`src/rtl/spi_lane_pkg.sv`:
```
package spi_lane_pkg;
  localparam int CHAR_W = 16;
  localparam int LEN_W  = $clog2(CHAR_W);
  localparam int TS_N   = 3;
  localparam int TGT_W  = $clog2(TS_N + 1);
  localparam int LANE_N = 4;

  typedef enum logic [1:0] {
    LW_ONE  = 2'd0,
    LW_TWO  = 2'd1,
    LW_FOUR = 2'd2,
    LW_RSVD = 2'd3
  } lane_w_e;

  typedef struct packed {
    logic [TS_N-1:0]  ts_pol;
    logic             shared;
    lane_w_e          lanes;
    logic [LEN_W-1:0] len_code;
    logic             cpha;
    logic             cpol;
  } cfg_t;

  localparam int CFG_W = $bits(cfg_t);

  typedef enum logic [1:0] {
    ST_IDLE,
    ST_LEAD,
    ST_XFER,
    ST_TRAIL
  } phase_e;
endpackage

```
`src/rtl/spi_lane_timer.sv`:
```
module spi_lane_timer
  import spi_lane_pkg::*;
#(
  parameter int HALF_CYC = 2
) (
  input  logic           clk,
  input  logic           rst,
  input  logic           go,
  input  logic           idle_pol,
  input  logic [LEN_W:0] n_chunks,
  output logic           busy,
  output logic           sclk,
  output logic           done,
  output logic           edge_now,
  output logic           edge_rise,
  output logic           finish_now
);
  localparam int DIV_W = $clog2(HALF_CYC + 1);

  phase_e           st_q;
  logic [DIV_W-1:0] div_q;
  logic [LEN_W+1:0] ecnt_q;
  logic [LEN_W+1:0] edge_last;
  logic             sclk_q;
  logic             done_q;
  logic             tick;

  assign tick       = (div_q == DIV_W'(HALF_CYC - 1));
  assign edge_last  = {n_chunks, 1'b0} - (LEN_W + 2)'(1);
  assign edge_now   = tick && ((st_q == ST_LEAD) || (st_q == ST_XFER));
  assign edge_rise  = ~sclk_q;
  assign finish_now = tick && (st_q == ST_TRAIL);

  always_ff @(posedge clk) begin
    if (rst) begin
      st_q   <= ST_IDLE;
      div_q  <= '0;
      ecnt_q <= '0;
      sclk_q <= 1'b0;
      done_q <= 1'b0;
    end else begin
      done_q <= 1'b0;
      if ((st_q == ST_IDLE) || tick) div_q <= '0;
      else                           div_q <= div_q + 1'b1;
      case (st_q)
        ST_IDLE: begin
          sclk_q <= idle_pol;
          ecnt_q <= '0;
          if (go) st_q <= ST_LEAD;
        end
        ST_LEAD, ST_XFER: begin
          if (tick) begin
            sclk_q <= ~sclk_q;
            ecnt_q <= ecnt_q + 1'b1;
            st_q   <= (ecnt_q == edge_last) ? ST_TRAIL : ST_XFER;
          end
        end
        ST_TRAIL: begin
          if (tick) begin
            st_q   <= ST_IDLE;
            done_q <= 1'b1;
          end
        end
        default: st_q <= ST_IDLE;
      endcase
    end
  end

  assign busy = (st_q != ST_IDLE);
  assign sclk = sclk_q;
  assign done = done_q;
endmodule

```
`src/rtl/spi_lane_shifter.sv`:
```
module spi_lane_shifter
  import spi_lane_pkg::*;
(
  input  logic              clk,
  input  logic              rst,
  input  logic              load,
  input  logic [CHAR_W-1:0] tx_char,
  input  logic [LEN_W:0]    len_bits,
  input  logic [LEN_W:0]    pad,
  input  logic [1:0]        k_log,
  input  logic              four_wire,
  input  logic              cpha,
  input  logic              edge_now,
  input  logic              edge_rise,
  input  logic              finish,
  input  logic [LANE_N-1:0] sd_i,
  output logic [LANE_N-1:0] sd_o,
  output logic [CHAR_W-1:0] rx_char
);
  logic [CHAR_W-1:0] tx_sr, rx_sr, rx_q;
  logic [LANE_N-1:0] in_ch;
  logic [2:0]        lane_cnt;
  logic              got_q;
  logic              sample_now, shift_now;

  assign lane_cnt   = 3'd1 << k_log;
  assign sample_now = edge_now && (edge_rise == ~cpha);
  assign shift_now  = edge_now && !sample_now && got_q;

  always_comb begin
    case (k_log)
      2'd1: begin
        in_ch = {{(LANE_N-2){1'b0}}, sd_i[1:0]};
        sd_o  = {{(LANE_N-2){1'b0}}, tx_sr[CHAR_W-1 -: 2]};
      end
      2'd2: begin
        in_ch = sd_i;
        sd_o  = tx_sr[CHAR_W-1 -: LANE_N];
      end
      default: begin
        in_ch = {{(LANE_N-1){1'b0}}, (four_wire ? sd_i[1] : sd_i[0])};
        sd_o  = {{(LANE_N-1){1'b0}}, tx_sr[CHAR_W-1]};
      end
    endcase
  end

  always_ff @(posedge clk) begin
    if (rst) begin
      tx_sr <= '0;
      rx_sr <= '0;
      rx_q  <= '0;
      got_q <= 1'b0;
    end else begin
      if (load) begin
        tx_sr <= tx_char << ((LEN_W + 1)'(CHAR_W) - len_bits);
        rx_sr <= '0;
        got_q <= 1'b0;
      end else if (sample_now) begin
        rx_sr <= (rx_sr << lane_cnt) | CHAR_W'(in_ch);
        got_q <= 1'b1;
      end else if (shift_now) begin
        tx_sr <= tx_sr << lane_cnt;
      end
      if (finish) rx_q <= rx_sr >> pad;
    end
  end

  assign rx_char = rx_q;
endmodule

```
`src/rtl/spi_lane_select.sv`:
```
module spi_lane_select
  import spi_lane_pkg::*;
(
  input  logic             clk,
  input  logic             rst,
  input  logic             load,
  input  logic             finish,
  input  logic [TGT_W-1:0] tgt,
  input  logic [TS_N-1:0]  pol,
  output logic [TS_N-1:0]  ts_o
);
  for (genvar g = 0; g < TS_N; g++) begin : g_sel
    logic act_q;
    always_ff @(posedge clk) begin
      if (rst)         act_q <= 1'b0;
      else if (load)   act_q <= (tgt == TGT_W'(g));
      else if (finish) act_q <= 1'b0;
    end
    assign ts_o[g] = ~(act_q ^ pol[g]);
  end
endmodule

```
`src/rtl/spi_lane_ctrl.sv`:
```
module spi_lane_ctrl
  import spi_lane_pkg::*;
#(
  parameter int HALF_CYC = 2
) (
  input  logic              clk,
  input  logic              rst,
  input  logic              cfg_we,
  input  logic [CFG_W-1:0]  cfg_wdata,
  input  logic              start,
  input  logic              rd_dir,
  input  logic [TGT_W-1:0]  tgt_sel,
  input  logic [CHAR_W-1:0] tx_char,
  output logic              busy,
  output logic              done,
  output logic [CHAR_W-1:0] rx_char,
  output logic              sclk,
  output logic [LANE_N-1:0] sd_o,
  output logic [LANE_N-1:0] sd_oe,
  input  logic [LANE_N-1:0] sd_i,
  output logic [TS_N-1:0]   ts_o
);
  cfg_t              cfg_q, run_q, cur_cfg;
  logic              dir_q, go, busy_w, done_w;
  logic              edge_now, edge_rise, finish_now;
  logic [1:0]        k_log;
  logic [LEN_W:0]    len_bits, n_chunks, pad;
  logic [LEN_W+1:0]  rnd, tot;
  logic              four_wire;
  logic [LANE_N-1:0] lane_mask;

  assign go      = start & ~busy_w;
  assign cur_cfg = busy_w ? run_q : cfg_q;

  always_ff @(posedge clk) begin
    if (rst)         cfg_q <= '0;
    else if (cfg_we) cfg_q <= cfg_t'(cfg_wdata);
  end

  always_ff @(posedge clk) begin
    if (rst) begin
      run_q <= '0;
      dir_q <= 1'b0;
    end else if (go) begin
      run_q <= cfg_q;
      dir_q <= rd_dir;
    end
  end

  always_comb begin
    case (cur_cfg.lanes)
      LW_TWO: begin
        k_log     = 2'd1;
        lane_mask = {{(LANE_N-2){1'b0}}, 2'b11};
      end
      LW_FOUR: begin
        k_log     = 2'd2;
        lane_mask = '1;
      end
      default: begin
        k_log     = 2'd0;
        lane_mask = {{(LANE_N-1){1'b0}}, 1'b1};
      end
    endcase
    len_bits  = (cur_cfg.len_code == '0) ? (LEN_W + 1)'(CHAR_W)
                                         : {1'b0, cur_cfg.len_code};
    rnd       = {1'b0, len_bits} + (LEN_W + 2)'((1 << k_log) - 1);
    n_chunks  = (LEN_W + 1)'(rnd >> k_log);
    tot       = (LEN_W + 2)'(n_chunks) << k_log;
    pad       = (LEN_W + 1)'(tot - {1'b0, len_bits});
    four_wire = (k_log == 2'd0) && !cur_cfg.shared;
  end

  always_comb begin
    if (!busy_w)        sd_oe = '0;
    else if (four_wire) sd_oe = {{(LANE_N-1){1'b0}}, 1'b1};
    else if (dir_q)     sd_oe = '0;
    else                sd_oe = lane_mask;
  end

  spi_lane_timer #(.HALF_CYC(HALF_CYC)) timer_i (
    .clk        (clk),
    .rst        (rst),
    .go         (go),
    .idle_pol   (cur_cfg.cpol),
    .n_chunks   (n_chunks),
    .busy       (busy_w),
    .sclk       (sclk),
    .done       (done_w),
    .edge_now   (edge_now),
    .edge_rise  (edge_rise),
    .finish_now (finish_now)
  );

  spi_lane_shifter shifter_i (
    .clk       (clk),
    .rst       (rst),
    .load      (go),
    .tx_char   (tx_char),
    .len_bits  (len_bits),
    .pad       (pad),
    .k_log     (k_log),
    .four_wire (four_wire),
    .cpha      (cur_cfg.cpha),
    .edge_now  (edge_now),
    .edge_rise (edge_rise),
    .finish    (finish_now),
    .sd_i      (sd_i),
    .sd_o      (sd_o),
    .rx_char   (rx_char)
  );

  spi_lane_select select_i (
    .clk    (clk),
    .rst    (rst),
    .load   (go),
    .finish (finish_now),
    .tgt    (tgt_sel),
    .pol    (cur_cfg.ts_pol),
    .ts_o   (ts_o)
  );

  assign busy = busy_w;
  assign done = done_w;
endmodule

```
`config.mk`:
```
export PLATFORM = sky130hd
export DESIGN_NAME = spi_lane_ctrl
export DESIGN_NICKNAME = d
export VERILOG_FILES = /design/src/rtl/spi_lane_pkg.sv /design/src/rtl/spi_lane_timer.sv /design/src/rtl/spi_lane_shifter.sv /design/src/rtl/spi_lane_select.sv /design/src/rtl/spi_lane_ctrl.sv
export SDC_FILE = /design/constraint.sdc
export NUM_CORES = 1
export LEC_CHECK = 0
export BUFFER_PORTS_ARGS = -buffer_cell sky130_fd_sc_hd__buf_2
export CORE_ASPECT_RATIO = 0.6
export CORE_UTILIZATION = 60
export CTS_CLUSTER_SIZE = 40
export DETAILED_ROUTE_END_ITERATION = 12
export PLACE_DENSITY = 0.81
export RECOVER_POWER = 100
export REMOVE_ABC_BUFFERS = 1
export SLEW_MARGIN = 5
export SYNTH_ARGS = -nofsm -noshare
export SYNTH_HDL_FRONTEND = slang
export SYNTH_SLANG_ARGS = --single-unit
```
`constraint.sdc`:
```
create_clock -name clk -period 6.8 [get_ports clk]
set_clock_uncertainty 0.05 [all_clocks]
set_input_delay 0.68 -clock clk [delete_from_list [all_inputs] [get_ports clk]]
set_output_delay 0.68 -clock clk [all_outputs]
set_load 0.01 [all_outputs]
```
==> results by group, run 1 <==
Layout
  – Layout cells sized above 1: 12.2%
  – Finished Layout Cells: 952
  – Fin nets: 871
  – Diode count: 0
  – Area Growth Syn to Fin: 9.35%

Critical path
  – Crit path from: timer_i.st_q[1]
  – Worst EP arrival: 5890 ps
  – Data required, critical path: 6860 ps
  – CP most frequent cell: ha_1
  – Worst path max stage delay: 840 ps
  – Max stage delay cell, worst path: xor2_2
  – CP delay by family, top: adder cells
  – CP Cell Sequence: inv_1 > ha_1 > mux2_1 > ha_2 > clkinv_1 > ha_1 > inv_1 > ha_1 > inv_1 > fa_1 > a21oi_1 > ha_1 > xor2_2 > mux2_2 > nand2_1 > o21ai_0 > a22oi_1 > nor2_1
  – CP Launch Type: flip-flop
  – Worst R2R Start: timer_i.st_q[1]
  – Bufs and invs on worst path: 4
  – Critical path class: reg -> reg
  – Crit path max fanout: 22
  – Setup crit end kind: flip-flop
  – Worst reg2reg setup slack: 970 ps

Logic synthesis
  – Yosys warnings: 0
  – #FFs+latches synth: 88
  – Yosys cell types: 59
  – Mapped Avg Cell Area: 8.09 sq um
  – Sequential element share of the synthesized area: 27.7%
  – Number of synthesized flops with an enable pin: 0
  – Ys async rst share: 0%
  – Top_reg_cell synth: dfxtp_1
  – Cell area after synthesis: 6370 sq um
  – Synth Instances: 787

STA
  – Max-slew headroom: -115%
  – Pins Over Slew Limit: 137
  – Min Clock Period, post-route: 5830 ps
  – Final setup violation count: 0
  – RSZ-0062 raised after global routing: false
  – Setup TNS: 0 ps
  – Fraction of the cycle the final worst path needs: 85.8%
  – Least-Margin Pin Slew: 3220 ps
  – Maximum clock rate: 0.171 GHz
  – Hold Vio Cnt, Final: 0

Power and ir drop
  – Leakage: 2.86 nW
  – Peak supply drop: 151 uV
  – Pwr per Cell Area: 309 nW/um^2
  – Power Total: 2.15 mW

Routing
  – Final WL: 17.1 mm
  – First DRT Iteration DRCs: 584
  – Post-route ant nets: 0
  – Via count: 6,046
  – DR vias/cell: 6.35
  – Wire length per cell: 18.0 microns
  – DR pass1 iterations: 5
  – DRC viols: 0

Clocking
  – CTS tree: done
  – Reg clk slew, reported paths: 70 ps
  – Clock root buffer: clkbuf_16
  – CTS Hold Bufs: 0
  – Clock sink total: 88
  – Post-CTS resize count: 0
  – H-tree levels: 3
  – Clock Latency Late Sink: 350 ps
  – Cts bufs inserted: 9
  – Setup bufs post-CTS: 0
  – CTS Buffer Depth: 2

Placement
  – I/O Buffers: 68
  – Estimated wirelength of the detail-placed design: 12.1 mm
  – DP Cell Count: 936
  – RePlAce Congestion: 0.983

Global routing
  – Initial antenna violation count: 0
  – Total global routing overflow: 0
  – Vias in the first global route: 5,550
  – Pin count of the biggest net entering global routing: 73
  – GRT Overall Usage: 32.6%
  – First-pass GRT wire length: 28.2 mm

Min path
  – Hold wc startpoint: timer_i.div_q[0]
  – Hold WC Path Type: reg -> reg

Floorplanning
  – Initial Utilization: 63.1%
  – # rows: 28
  – Die area: 11,000 sq um
  – Top Ports: 69
  – Die Span X: 135 microns
  – Die H: 81.8 microns
  – Core box area: 10,100 sq um

Run status
  – Failing checks: capacitance limit, slew limit
  – Outcome: complete, but fails checks

Flow run
  – Max cap viols: 3
-- metrics by stage --
stage,utilization [%],hold WS [ps],area [sq um],setup slack [ps]
final,69.0,400,6960,967
after global routing,69.0,410,6960,443
after CTS,69.5,400,7010,1130
after detailed placement,66.4,385,6700,1160
after global placement,66.4,365,6700,1360
after floorplan,-,352,6120,48.7
-- power breakdown --
part,switching [mW],internal (mW)
clock,0.239,0.294
sequential,0.0370,0.549
combinational,0.634,0.402
-- cell families after synthesis --
group / share of synthesized area (%)
compound gates: 18.2
xor+xnor: 2.73
fa+ha+maj: 4.17
buf+inv: 5.46
flops: 27.7
mux: 21.9
simple gates: 19.9
-- registers in the layout (all words and copies together), names as in the netlist, 2 cells and up --
name and count:
select_i.g_sel.act_q 3, shifter_i.rx_sr 16, shifter_i.tx_sr 16, timer_i.st_q 2, shifter_i.rx_char 16, timer_i.div_q 2
timer_i.ecnt_q 6, cfg_q 12, run_q 11
-- synthesized netlist by cell type (18+ instances only) --
master | number | share of area [%]
o21ai_0 | 36 | 2.8
nor2_1 | 94 | 5.5
nor3_1 | 26 | 2.0
mux2i_1 | 93 | 15
clkbuf_1 | 43 | 2.5
a21oi_1 | 52 | 4.1
ha_1 | 18 | 3.5
inv_1 | 25 | 1.5
dfxtp_1 | 88 | 28
nand2_1 | 85 | 5.0
-- path summary, 6_finish.rpt --
path | to | depth (start not counted)
worst min-delay path | timer_i.div_q[0] | 1
worst min register to register | timer_i.div_q[0] | 1
worst max-delay path | shifter_i.rx_char[3] | 18
worst max register to register | shifter_i.rx_char[3] | 18
-- cell usage in the layout (no fill, tap or decap), types with 4 or more instances in the layout --
cell type / n
nor2b_1: 10
nand3_1: 9
clkbuf_1: 29
a221oi_1: 7
a32oi_1: 5
a211oi_1: 15
inv_1: 25
mux2_2: 12
ha_1: 16
and3_1: 8
a22oi_1: 15
mux4_2: 12
clkbuf_16: 9
and2_1: 5
xnor2_1: 10
mux2i_1: 92
o22ai_1: 4
o21ai_0: 36
o221ai_1: 7
nand2_1: 85
a21oi_1: 52
a31oi_1: 11
nand2b_1: 11
dfxtp_1: 88
nor2_1: 94
nor3_1: 26
buf_4: 4
xor2_1: 7
o211ai_1: 9
or3_1: 4
a21o_1: 4
buf_2: 42
-- final cells by class --
cell class / instances / area [sq um]
Multi-Input combinational cell: 612 / 4270
Fill cell: 859 / 3130
Sequential cell: 88 / 1760
Timing Repair Buffer: 75 / 349
Clock buffer: 9 / 225
Tap cell: 135 / 169
Inverter: 26 / 97.6
Clock inverter: 7 / 86.3
-- metal layers --
layer / track usage (%) / wire, microns / up-vias
met1: 46.5 / 7910 / 2825
met2: 49.0 / 7220 / 306
li1: - / - / 2882
met3: 7.65 / 1740 / 33
met4: 9.44 / 254 / 0
met5: 0 / 0 / -
Note: power is estimated with default switching activity, not from simulation.
==> run 2: changes to the inputs <==
ABC_AREA = 1   (was default)
SKIP_CTS_REPAIR_TIMING = 1   (was default)
==> run 2 against run 1 <==
Against the previous run: utilization barely moved; register-to-register slack got worse by 340 ps; sequential share of layout area rose by 0.12 points; the run still ends with capacitance limit, slew limit left; maximum frequency fell by 5.6%; total power rose by 56%; wire length rose by 5.3%; final cell count rose by 28%; die area rose by 1.2%; critical path type unchanged; setup slack got worse by 340 ps; hold slack got worse by 27 ps.
==> results by group, run 2 <==
Layout
  – Fin nets: 1,133
  – Diode count: 0
  – Layout cells sized above 1: 8.25%
  – Multi-input gate area in the final layout: 3990 sq um
  – Most common cell after layout, fill and taps aside: nand2_1
  – Commonest cells after routing, fill and taps aside: nand2_1, o21ai_0, nor2_1, inv_1, dfxtp_1
  – Fin area: 7010 sq um
  – Area Growth Syn to Fin: 8.73%
  – FILL cells: 961
  – Register Area: 1780 sq um

Critical path
  – CP Launch Type: flip-flop
  – Data required, critical path: 7010 ps
  – Critical path class: reg -> reg
  – Worst path max stage delay: 420 ps
  – Bufs and invs on worst path: 7
  – Max stage delay cell, worst path: xnor2_2
  – Setup crit end kind: flip-flop
  – Worst EP arrival: 6390 ps
  – CP delay by family, top: adder cells
  – Crit path max fanout: 27

Logic synthesis
  – Synth cell count leaders: nand2_1, o21ai_0, nor2_1, inv_1, dfxtp_1
  – Synth Instances: 1,039
  – Number of synthesized flops with an enable pin: 0
  – Ys async rst share: 0%
  – Mapped Avg Cell Area: 6.20 sq um
  – Top_reg_cell synth: dfxtp_1
  – Most frequent cell after synthesis: nand2_1
  – Synth area leaders: dfxtp_1, nand2_1, o21ai_0
  – Synth top area share: 27.6%
  – Yosys warnings: 0
  – #FFs+latches synth: 89
  – Yosys cell types: 52
  – Cell area after synthesis: 6450 sq um
  – Sequential element share of the synthesized area: 27.6%
  – Synth area leader: dfxtp_1

Power and ir drop
  – Pwr per Cell Area: 480 nW/um^2
  – Seq pwr share: 18.0%
  – Switching share of power: 55.2%
  – Power share of the clock group: 14.7%
  – Leakage: 3.05 nW
  – Switching Power: 1.86 mW
  – Combinational Power Share: 67.4%
  – Pint: 1.51 mW
  – Power Total: 3.36 mW
  – Peak supply drop: 393 uV

Placement
  – Estimated wirelength of the detail-placed design: 13.3 mm
  – I/O Buffers: 68
  – RePlAce Congestion: 1.05
  – Placed Area: 6790 sq um

Floorplanning
  – Core box area: 10,200 sq um
  – Top Ports: 69
  – Die Span X: 136 microns
  – # rows: 28
  – Die area: 11,200 sq um
  – Initial Utilization: 63.4%
  – Die H: 82.3 microns

STA
  – Min Clock Period, post-route: 6180 ps
  – Fraction of the cycle the final worst path needs: 90.8%
  – Final setup violation count: 0
  – Maximum clock rate: 0.162 GHz
  – Pins Over Slew Limit: 93
  – RSZ-0062 raised after global routing: false
  – Max-slew headroom: -32.9%
  – Setup TNS: 0 ps
  – Least-Margin Pin Slew: 1990 ps
  – Hold Vio Cnt, Final: 0

Clocking
  – CTS Buffer Depth: 2
  – Clock root buffer: clkbuf_16
  – Clock Latency Late Sink: 350 ps
  – Cts bufs inserted: 9
  – Clock sink total: 89
  – H-tree levels: 3
  – Reg clk slew, reported paths: 70 ps
  – CTS tree: done

Routing
  – Post-route ant nets: 0
  – Final WL: 18.0 mm
  – DR pass1 iterations: 6
  – Wire length per cell: 14.9 microns
  – First DRT Iteration DRCs: 708
  – DR vias/cell: 5.75
  – DRC viols: 0
  – Via count: 6,986

Global routing
  – Pin count of the biggest net entering global routing: 49
  – Initial antenna violation count: 0
  – Vias in the first global route: 5,781
  – Total global routing overflow: 0
  – GRT Overall Usage: 33.7%
  – First-pass GRT wire length: 29.2 mm

Run status
  – Outcome: complete, but fails checks
  – Failing checks: capacitance limit, slew limit

Min path
  – Hold WC Path Type: reg -> reg

Flow run
  – Max cap viols: 2
==> run 2: cell type report <==
cell class	instances	area share, %
clock buffers	11	3.61
flip-flops and latches	89	25.4
multi-input cells	783	56.9
inverters	113	6.05
repair buffers	78	5.11
well taps	135	2.41
clock inverters	5	0.536
==> run 2: cells by family after synthesis <==
| logic type | count (synthesis) | synth area share [%] |
|---|---|---|
| and+or+nand+nor | 465 | 30.2 |
| AOI/OAI and AO/OA | 281 | 25.0 |
| buffers and inverters | 167 | 10.2 |
| DFF | 89 | 27.6 |
| adders and majority gates | 20 | 4.11 |
| xor gates and xnor gates | 10 | 1.71 |
| muxes | 7 | 1.09 |
==> run 2: power by group through the flow <==
stage	clock, mW	combinational [mW]	sequential, mW
finish	0.493	2.26	0.604
global route	0.518	2.55	0.609
CTS	0.494	2.22	0.603
detailed placement	0	2.20	0.613
global placement	0	2.19	0.613
floorplan	0	1.67	0.605
==> run 2: per-layer routing <==
layer / global-route usage, % / share of wire, %
met3: 11.4 / 12
met1: 51.0 / 50
met5: 0 / 0
met2: 44.5 / 37
met4: 7.19 / 1.2
==> run 2: worst paths after layout <==
| kind | start | cells past startpoint | end | slack (ps) |
|---|---|---|---|---|
| worst min-delay path | timer_i.div_q[0] | 1 | timer_i.div_q[0] | 370 |
| worst max-delay path | timer_i.st_q[0] | 29 | shifter_i.rx_char[4] | 620 |
| worst min register to register | timer_i.div_q[0] | 1 | timer_i.div_q[0] | 370 |
| worst max register to register | timer_i.st_q[0] | 29 | shifter_i.rx_char[4] | 620 |
==> run 2: metrics by stage <==
stage               worst slack, ps  instances  utilization [%]  hold WS (ps)
global route                   38.8       1214             69.0           415
CTS                             777       1214             69.7           375
floorplan                       428        985                -           347
detailed placement              828       1198             66.9           359
finish                          624       1214             69.0           373
global placement                959       1198             66.9           362
